File: src/rtl/gpio_irq_pkg.sv
// Shared constants for the GPIO interrupt router.
// Assumes a 32-bit register word and a GPIO field starting at bit 18.
package gpio_irq_pkg;
    localparam int WORD_W   = 32;
    localparam int GPIO_LSB = 18;
    localparam int ADDR_W   = 3;
    localparam int MAC_BIT  = 0;

    localparam logic [ADDR_W-1:0] REG_POL    = 3'd0;
    localparam logic [ADDR_W-1:0] REG_SEN    = 3'd1;
    localparam logic [ADDR_W-1:0] REG_SMSK   = 3'd2;
    localparam logic [ADDR_W-1:0] REG_SCAUSE = 3'd3;
    localparam logic [ADDR_W-1:0] REG_AEN    = 3'd4;
    localparam logic [ADDR_W-1:0] REG_AMSK   = 3'd5;
endpackage

File: src/rtl/gpio_irq_regs.sv
// Register file: polarity, sync/async enable and mask words, the cause
// clear strobe vector and the combinational read mux.
// Assumes the cause register itself lives outside and is fed back for reads.
module gpio_irq_regs
    import gpio_irq_pkg::*;
#(
    parameter int NUM_PINS = 14
) (
    input  logic                clk,
    input  logic                rst_n,
    input  logic                bus_wr,
    input  logic [ADDR_W-1:0]   bus_addr,
    input  logic [WORD_W-1:0]   bus_wdata,
    input  logic [WORD_W-1:0]   cause_q,
    output logic [NUM_PINS-1:0] pol_q,
    output logic [WORD_W-1:0]   sen_q,
    output logic [WORD_W-1:0]   smsk_q,
    output logic [WORD_W-1:0]   aen_q,
    output logic [WORD_W-1:0]   amsk_q,
    output logic [WORD_W-1:0]   cause_clr,
    output logic [WORD_W-1:0]   bus_rdata
);

    // Store writes to the configuration words; all clear on reset.
    always_ff @(posedge clk) begin
        if (!rst_n) begin
            pol_q  <= '0;
            sen_q  <= '0;
            smsk_q <= '0;
            aen_q  <= '0;
            amsk_q <= '0;
        end else if (bus_wr) begin
            case (bus_addr)
                REG_POL:  pol_q  <= bus_wdata[NUM_PINS-1:0];
                REG_SEN:  sen_q  <= bus_wdata;
                REG_SMSK: smsk_q <= bus_wdata;
                REG_AEN:  aen_q  <= bus_wdata;
                REG_AMSK: amsk_q <= bus_wdata;
                default: ;
            endcase
        end
    end

    // Decode a write at the cause address into a one-cycle clear vector.
    always_comb begin
        cause_clr = (bus_wr && bus_addr == REG_SCAUSE) ? bus_wdata : '0;
    end

    // Select the read word for the current address.
    always_comb begin
        case (bus_addr)
            REG_POL:    bus_rdata = WORD_W'(pol_q);
            REG_SEN:    bus_rdata = sen_q;
            REG_SMSK:   bus_rdata = smsk_q;
            REG_SCAUSE: bus_rdata = cause_q;
            REG_AEN:    bus_rdata = aen_q;
            REG_AMSK:   bus_rdata = amsk_q;
            default:    bus_rdata = '0;
        endcase
    end

    AST_SEN_WRITE: assert property (@(posedge clk) disable iff (!rst_n)
        ($past(rst_n) && $past(bus_wr) && $past(bus_addr) == REG_SEN) |-> (sen_q == $past(bus_wdata)));

    AST_AMSK_WRITE: assert property (@(posedge clk) disable iff (!rst_n)
        ($past(rst_n) && $past(bus_wr) && $past(bus_addr) == REG_AMSK) |-> (amsk_q == $past(bus_wdata)));

endmodule

File: src/rtl/gpio_irq_cause.sv
// Sticky synchronous cause register with write-one-to-clear.
// Assumes set_vec is already gated by the sync enable word; set beats clear.
module gpio_irq_cause
    import gpio_irq_pkg::*;
(
    input  logic              clk,
    input  logic              rst_n,
    input  logic [WORD_W-1:0] set_vec,
    input  logic [WORD_W-1:0] clr_vec,
    output logic [WORD_W-1:0] cause_q
);

    // Hold pending bits, drop cleared ones, then add new sets on top.
    always_ff @(posedge clk) begin
        if (!rst_n) begin
            cause_q <= '0;
        end else begin
            cause_q <= (cause_q & ~clr_vec) | set_vec;
        end
    end

    AST_CAUSE_ONLY_FROM_SET: assert property (@(posedge clk) disable iff (!rst_n)
        ((cause_q & ~$past(cause_q) & ~$past(set_vec)) == '0));

    AST_CLEAR_TAKES: assert property (@(posedge clk) disable iff (!rst_n)
        ((cause_q & $past(clr_vec) & ~$past(set_vec)) == '0));

    AST_SET_WINS: assert property (@(posedge clk) disable iff (!rst_n)
        ((~cause_q & $past(set_vec)) == '0));

endmodule

File: src/rtl/gpio_irq_combine.sv
// Output combiner: sync line from masked causes, async line from live
// active sources under enable and mask, blanked during sleep.
// Assumes async_src already places pins in the GPIO field and MAC at bit 0.
module gpio_irq_combine
    import gpio_irq_pkg::*;
(
    input  logic [WORD_W-1:0] cause_q,
    input  logic [WORD_W-1:0] smsk_q,
    input  logic [WORD_W-1:0] async_src,
    input  logic [WORD_W-1:0] aen_q,
    input  logic [WORD_W-1:0] amsk_q,
    input  logic              sleep,
    output logic              sync_irq,
    output logic              async_irq
);

    logic [WORD_W-1:0] sync_hit;
    logic [WORD_W-1:0] async_hit;

    // Reduce masked pending causes to the sync line.
    always_comb begin
        sync_hit = cause_q & smsk_q;
        sync_irq = |sync_hit;
    end

    // Reduce live enabled and masked sources to the async line unless asleep.
    always_comb begin
        async_hit = async_src & aen_q & amsk_q;
        async_irq = (|async_hit) && !sleep;
    end

    always_comb begin
        AST_SLEEP_QUIET: assert (!(sleep && async_irq));
        AST_SYNC_NEEDS_CAUSE: assert (!sync_irq || (cause_q != '0));
    end

endmodule

File: src/rtl/gpio_irq_router.sv
// Top: per-pin polarity, source assembly, register file, cause latch and
// output combiner. Pin levels are assumed already synchronized to clk.
module gpio_irq_router
    import gpio_irq_pkg::*;
#(
    parameter int NUM_PINS = 14
) (
    input  logic                  clk,
    input  logic                  rst_n,
    input  logic [NUM_PINS-1:0]   pin_level,
    input  logic                  mac_irq,
    input  logic [GPIO_LSB-1:0]   other_sync_src,
    input  logic                  sleep,
    input  logic                  bus_wr,
    input  logic [ADDR_W-1:0]     bus_addr,
    input  logic [WORD_W-1:0]     bus_wdata,
    output logic [WORD_W-1:0]     bus_rdata,
    output logic                  sync_irq,
    output logic                  async_irq
);

    localparam int GPIO_MSB = GPIO_LSB + NUM_PINS - 1;

    logic [NUM_PINS-1:0] pol_q;
    logic [NUM_PINS-1:0] pin_active;
    logic [WORD_W-1:0]   sen_q, smsk_q, aen_q, amsk_q;
    logic [WORD_W-1:0]   cause_q, cause_clr;
    logic [WORD_W-1:0]   gpio_word, sync_src, async_src, cause_set;

    initial begin
        if (GPIO_MSB >= WORD_W) $display("gpio_irq_router: NUM_PINS too large");
    end

    // One polarity XOR per pin.
    for (genvar p = 0; p < NUM_PINS; p++) begin : g_pin
        // Active when the level differs from the polarity bit.
        always_comb begin
            pin_active[p] = pin_level[p] ^ pol_q[p];
        end
    end

    // Place pins into the GPIO field and build both source words.
    always_comb begin
        gpio_word = WORD_W'(pin_active) << GPIO_LSB;
        sync_src  = gpio_word | WORD_W'(other_sync_src);
        async_src = gpio_word | (WORD_W'(mac_irq) << MAC_BIT);
        cause_set = sync_src & sen_q;
    end

    gpio_irq_regs #(.NUM_PINS(NUM_PINS)) u_regs (
        .clk       (clk),
        .rst_n     (rst_n),
        .bus_wr    (bus_wr),
        .bus_addr  (bus_addr),
        .bus_wdata (bus_wdata),
        .cause_q   (cause_q),
        .pol_q     (pol_q),
        .sen_q     (sen_q),
        .smsk_q    (smsk_q),
        .aen_q     (aen_q),
        .amsk_q    (amsk_q),
        .cause_clr (cause_clr),
        .bus_rdata (bus_rdata)
    );

    gpio_irq_cause u_cause (
        .clk     (clk),
        .rst_n   (rst_n),
        .set_vec (cause_set),
        .clr_vec (cause_clr),
        .cause_q (cause_q)
    );

    gpio_irq_combine u_combine (
        .cause_q   (cause_q),
        .smsk_q    (smsk_q),
        .async_src (async_src),
        .aen_q     (aen_q),
        .amsk_q    (amsk_q),
        .sleep     (sleep),
        .sync_irq  (sync_irq),
        .async_irq (async_irq)
    );

    AST_SYNC_ROSE_FROM_STATE: assert property (@(posedge clk) disable iff (!rst_n)
        $rose(sync_irq) |-> (cause_q != '0 && smsk_q != '0));

endmodule

File: config.mk
export PLATFORM = sky130hd
export DESIGN_NAME = gpio_irq_router
export DESIGN_NICKNAME = d
export VERILOG_FILES = /design/src/rtl/gpio_irq_pkg.sv /design/src/rtl/gpio_irq_regs.sv /design/src/rtl/gpio_irq_cause.sv /design/src/rtl/gpio_irq_combine.sv /design/src/rtl/gpio_irq_router.sv
export SDC_FILE = /design/constraint.sdc
export NUM_CORES = 1
export LEC_CHECK = 0
export ABC_AREA = 1
export BUFFER_PORTS_ARGS = -buffer_cell sky130_fd_sc_hd__buf_2
export CAP_MARGIN = 10
export CELL_PAD_IN_SITES_DETAIL_PLACEMENT = 1
export CELL_PAD_IN_SITES_GLOBAL_PLACEMENT = 1
export CORE_AREA = 4 4 233 121
export CTS_BUF_LIST = sky130_fd_sc_hd__clkbuf_4 sky130_fd_sc_hd__clkbuf_8
export DETAILED_ROUTE_END_ITERATION = 12
export DIE_AREA = 0 0 237 125
export GPL_TIMING_DRIVEN = 1
export PLACE_DENSITY = 0.72
export SKIP_CTS_REPAIR_TIMING = 1
export SYNTH_ARGS = -nofsm -noshare
export SYNTH_HDL_FRONTEND = slang
export SYNTH_SLANG_ARGS = --single-unit
File: constraint.sdc
create_clock -name clk -period 3 [get_ports clk]
set_input_delay 0.15 -clock clk [delete_from_list [all_inputs] [get_ports clk]]
set_output_delay 0.15 -clock clk [all_outputs]
set_load 0.005 [all_outputs]
* Word level (Yosys, flattened, before mapping)
Cells that the tools add are included.
Cells by class: eq/ne operators 5, multiplexer cells 2, bitwise operators 23, reductions and logical operators 11
Operators with widths (count):
- case mux 32 bit (6 select lines) | 1
- AND 32 bit | 5
- OR reduction 32 bit | 2
- two-way mux 32 bit | 1
- inverter 32 bit | 1
- OR 32 x 1 -> 32 bit | 1
- OR 32 x 18 -> 32 bit | 1
- OR 32 bit | 1
- bitwise XOR 1 bit | 14
- AND reduction 2 bit | 5
- == test 3 x 2 -> 1 bit (second input constant) | 2
- == test 3 bit (second input constant) | 2
- == test 3 x 1 -> 1 bit (second input constant) | 1
- zero test 3 bit | 1
- logical AND 1 bit | 2
- zero test 1 bit | 1
Word-level totals: flip-flop bits (word level) 174, bits of input ports 72, output and inout bits 34

* Depth between registers and ports, before layout
depth after elaboration 6, gate-level depth with buffers 8

* By module
Synthesis repeated with hierarchy kept, for this count alone.
Second synthesis, totals: cell total of the unflattened synthesis 1691, area total of the unflattened synthesis 10281.1 sq um
By module, submodules not included:
- gpio_irq_regs | instances 1, cells each 1270, area an instance 7871.3 sq um
- gpio_irq_cause | instances 1, cells each 164, area an instance 1311.3 sq um
- gpio_irq_router | instances 1, cells each 149, area an instance 629.4 sq um
- gpio_irq_combine | instances 1, cells each 108, area an instance 469.2 sq um

* Worst setup path after synthesis
No wires, ideal clock.
kind in2reg, from input port bus_addr[2], to register u_regs.pol_q[12], library setup time 0.119 ns, arrival 1.145 ns, required time 2.881 ns, slack 1.736 ns, stages on the path 6, buffers on the path 2, cells stage by stage buf_2 nor3_2 nand2_2 buf_2 o21ai_0 a21oi_1
Between the ends: cells in the longest elaborated chain, start to end 2
RTL lines:
- from (decl) | line gpio_irq_router.sv:15 | input logic [ADDR_W-1:0] bus_addr,
- zero test 3 bit | line gpio_irq_regs.sv:33 | case (bus_addr)
- AND reduction 2 bit (no source line)
- to (signal assigned) | line gpio_irq_regs.sv:34 | REG_POL: pol_q <= bus_wdata[NUM_PINS-1:0];
- to (decl) | line gpio_irq_regs.sv:15 | output logic [NUM_PINS-1:0] pol_q,
No other way between the ends. A chain may end at the register's enable or synchronous reset.

* Final worst setup path
from register u_regs.pol_q[0], to output port async_irq
Between the ends: cells in the longest elaborated chain, start to end 6
RTL lines:
- bitwise XOR 1 bit | line gpio_irq_router.sv:38 | pin_active[p] = pin_level[p] ^ pol_q[p];
- OR 32 x 1 -> 32 bit | line gpio_irq_router.sv:46 | async_src = gpio_word | (WORD_W'(mac_irq) << MAC_BIT);
- AND 32 bit (2 in series) | line gpio_irq_combine.sv:28 | async_hit = async_src & aen_q & amsk_q;
- OR reduction 32 bit | line gpio_irq_combine.sv:29 | async_irq = (|async_hit) && !sleep;
- logical AND 1 bit | line gpio_irq_combine.sv:29
- to (decl) | line gpio_irq_router.sv:19 | output logic async_irq
No other way between the ends.

==> impl_metrics.tcl <==
set metrics [dict create \
    status "finished with violations" \
    violations "negative hold slack" \
    tns_ns 0 \
    grt_util_all_layers 0.189 \
    area.growth.synth_to_final_pct 20.2 \
    final_max_slew_viol_count 0 \
    ios 106 \
    path_clk_slew_ns 0.09 \
    crit_required_ns 2.85 \
    fin_util 0.358 \
    synth_enable_flop_cells 0 \
    hold_path.class "in -> reg" \
    clock_path_buffers 2 \
    fmax_mhz 490 \
    drtIter0Drc 628 \
    cts_tree "yes" \
    wl_met1_um 13400 \
    power.density_nw_per_um2 496 \
    p_leak_nw 3.68 \
    start_util 0.298 \
    synth_area_leaders "dfxtp_1 45%, a21oi_1 11%, o21ai_0 9.3%, nand2_1 8.8%, inv_1 7.5%" \
    synth.net_count 1172 \
    dieArea_um2 29600 \
    ys_seq_elements 174 \
    drt_wl_total_um 29000 \
    cts_buffers 17 \
    postSynth.asyncResetShare 0 \
    vias 8022 \
    arrival_ns 1.89 \
    routed_via_density 5.11 \
    place_worst_setup_slack_ns 1.06 \
    rsz0062_at_grt "no" \
    highest_layer "met4" \
    n_antenna_cell 0 \
    grt_pass1_wl_um 44400 \
    antenna_left 0 \
    avgSynthCellArea_um2 7.07 \
    setup_viol 0 \
    reg2reg_depth 4 \
    ys_warn_count 0 \
    wl_per_cell_um 18.5 \
    synth_top_area_frac 0.448 \
    gr-total-overflow 0 \
    antenna_found_initial 1 \
    final-hold-violation-count 6 \
    grt_pass1_vias 8134 \
    worst_slew_pin_slew_ns 0.754 \
    total_power_mw 4.64 \
    place_area_um2 8610 \
    skew_ns 0.00899 \
    layout_commonest_cell "nand2_1" \
    num_rows 42 \
    cap_viol_max_count 0 \
    final_nets 1277 \
    cp-start-kind "flop" \
    yosys.area.top_type "dfxtp_1" \
    grt_start_max_net_pins 79 \
    core_region_area_um2 26100 \
    crit_type "reg -> out" \
    drt_first_pass_iters 6 \
    root_buffer "clkbuf_8" \
    ys_types 27 \
    fin_area_um2 9350 \
    layout_common_cells "182 x nand2_1, 177 x a21oi_1, 174 x dfxtp_1" \
    fin_ws_ns 0.960 \
    syn_inst 1100 \
    detailed_place_hpwl_um 20000 \
    whs_ns -0.0161 \
    route.detailed.drc 0 \
    peakVddDrop_mv 0.246 \
    cts.sinks 174 \
    htreeDepth 4 \
    wl_met3_um 1020 \
    yosysSeqAreaShare 0.448 \
    die_w_um 237 \
    holdPathStages 3 \
    met2_length_um 13800 \
    crit_path_end_kind "output port" \
    slew_headroom 0.497 \
    clk_latency_ns 0.48 \
    crit_fanout 4 \
    ys.flop_type "dfxtp_1" \
    drive_above_1_share 0.137 \
    min_period_ns 2.04 \
    netlist_area_um2 7780 \
    n_fill_cell 3256 \
    gp_congestion 0.844 \
    r2r_slack_ns 1.90 \
    io_buffers 105 \
    die_h_um 125 \
    fin_crit_sh 0.680 \
]
[through the flow]
stage	instances	hold slack (ns)
2_1_floorplan	1100	0.285
3_3_place_gp	1504	0.405
3_5_place_dp	1504	0.416
4_1_cts	1536	-0.124
5_1_grt	1570	0.000556
6_report	1570	-0.0161
[synthesized netlist by cell type (2+ instances only)]
cell type / n
nor2_1: 42
a21oi_1: 177
nand3_1: 38
nand3b_1: 9
nand2_2: 4
or2_2: 3
buf_2: 25
dfxtp_1: 174
a22oi_1: 6
o21ai_1: 16
buf_4: 2
o21ai_0: 145
inv_2: 6
o22ai_1: 30
nand2_1: 183
buf_1: 2
nand4_1: 32
inv_1: 156
a22o_1: 8
clkbuf_1: 35
[logic make-up after synthesis]
group	synth area share
xor gates and xnor gates	0.00113
and+or+nand+nor	0.179
DFF	0.448
AOI/OAI and AO/OA	0.256
buffers and inverters	0.115
[report_power, final]
group | total, mW | leakage (nW) | internal [mW] | switching [mW]
Combinational | 0.459 | 2.06 | 0.163 | 0.297
Sequential | 2.44 | 1.41 | 2.38 | 0.0520
Clock | 1.74 | 0.210 | 0.813 | 0.927
[metal layers]
metal  vias up  track usage
met3        52       0.0387
met4         0       0.0669
met2       120        0.317
met5         -            0
li1       3862            -
met1      3988        0.243
[final cells by class]
cell class | instances | area (um^2) | share of cell area
inverters | 162 | 608 | 0.0650
repair buffers | 151 | 1010 | 0.108
multi-input cells | 699 | 3410 | 0.364
flip-flops and latches | 174 | 3480 | 0.372
well taps | 352 | 440 | 0.0471
clock buffers | 20 | 275 | 0.0294
clock inverters | 12 | 131 | 0.0140
[registers in the layout (all words and copies together) (netlist names)]
name,flops
u_cause.cause_q,32
u_regs.aen_q,32
u_regs.amsk_q,32
u_regs.pol_q,14
u_regs.sen_q,32
u_regs.smsk_q,32
[worst max-delay path, cell delays in order (launching register included)]
cell and delay, ns:
dfxtp_1 0.41, or2_2 0.34, nand3_1 0.12, nand2_1 0.08
nor2_1 0.12, nand2_1 0.06, nor2_1 0.12, nor2_1 0.05
buf_2 0.12
[path summary, 6_finish.rpt]
check | from | end
min reg2reg | u_regs.aen_q[4]$_SDFFE_PN0P_ | u_regs.aen_q[4]$_SDFFE_PN0P_
min | bus_wdata[25] | u_regs.aen_q[25]$_SDFFE_PN0P_
max | u_regs.pol_q[0]$_SDFFE_PN0P_ | async_irq
max reg2reg | u_regs.pol_q[10]$_SDFFE_PN0P_ | u_cause.cause_q[28]$_SDFF_PN0_
Power figures use the tool's default switching activity.
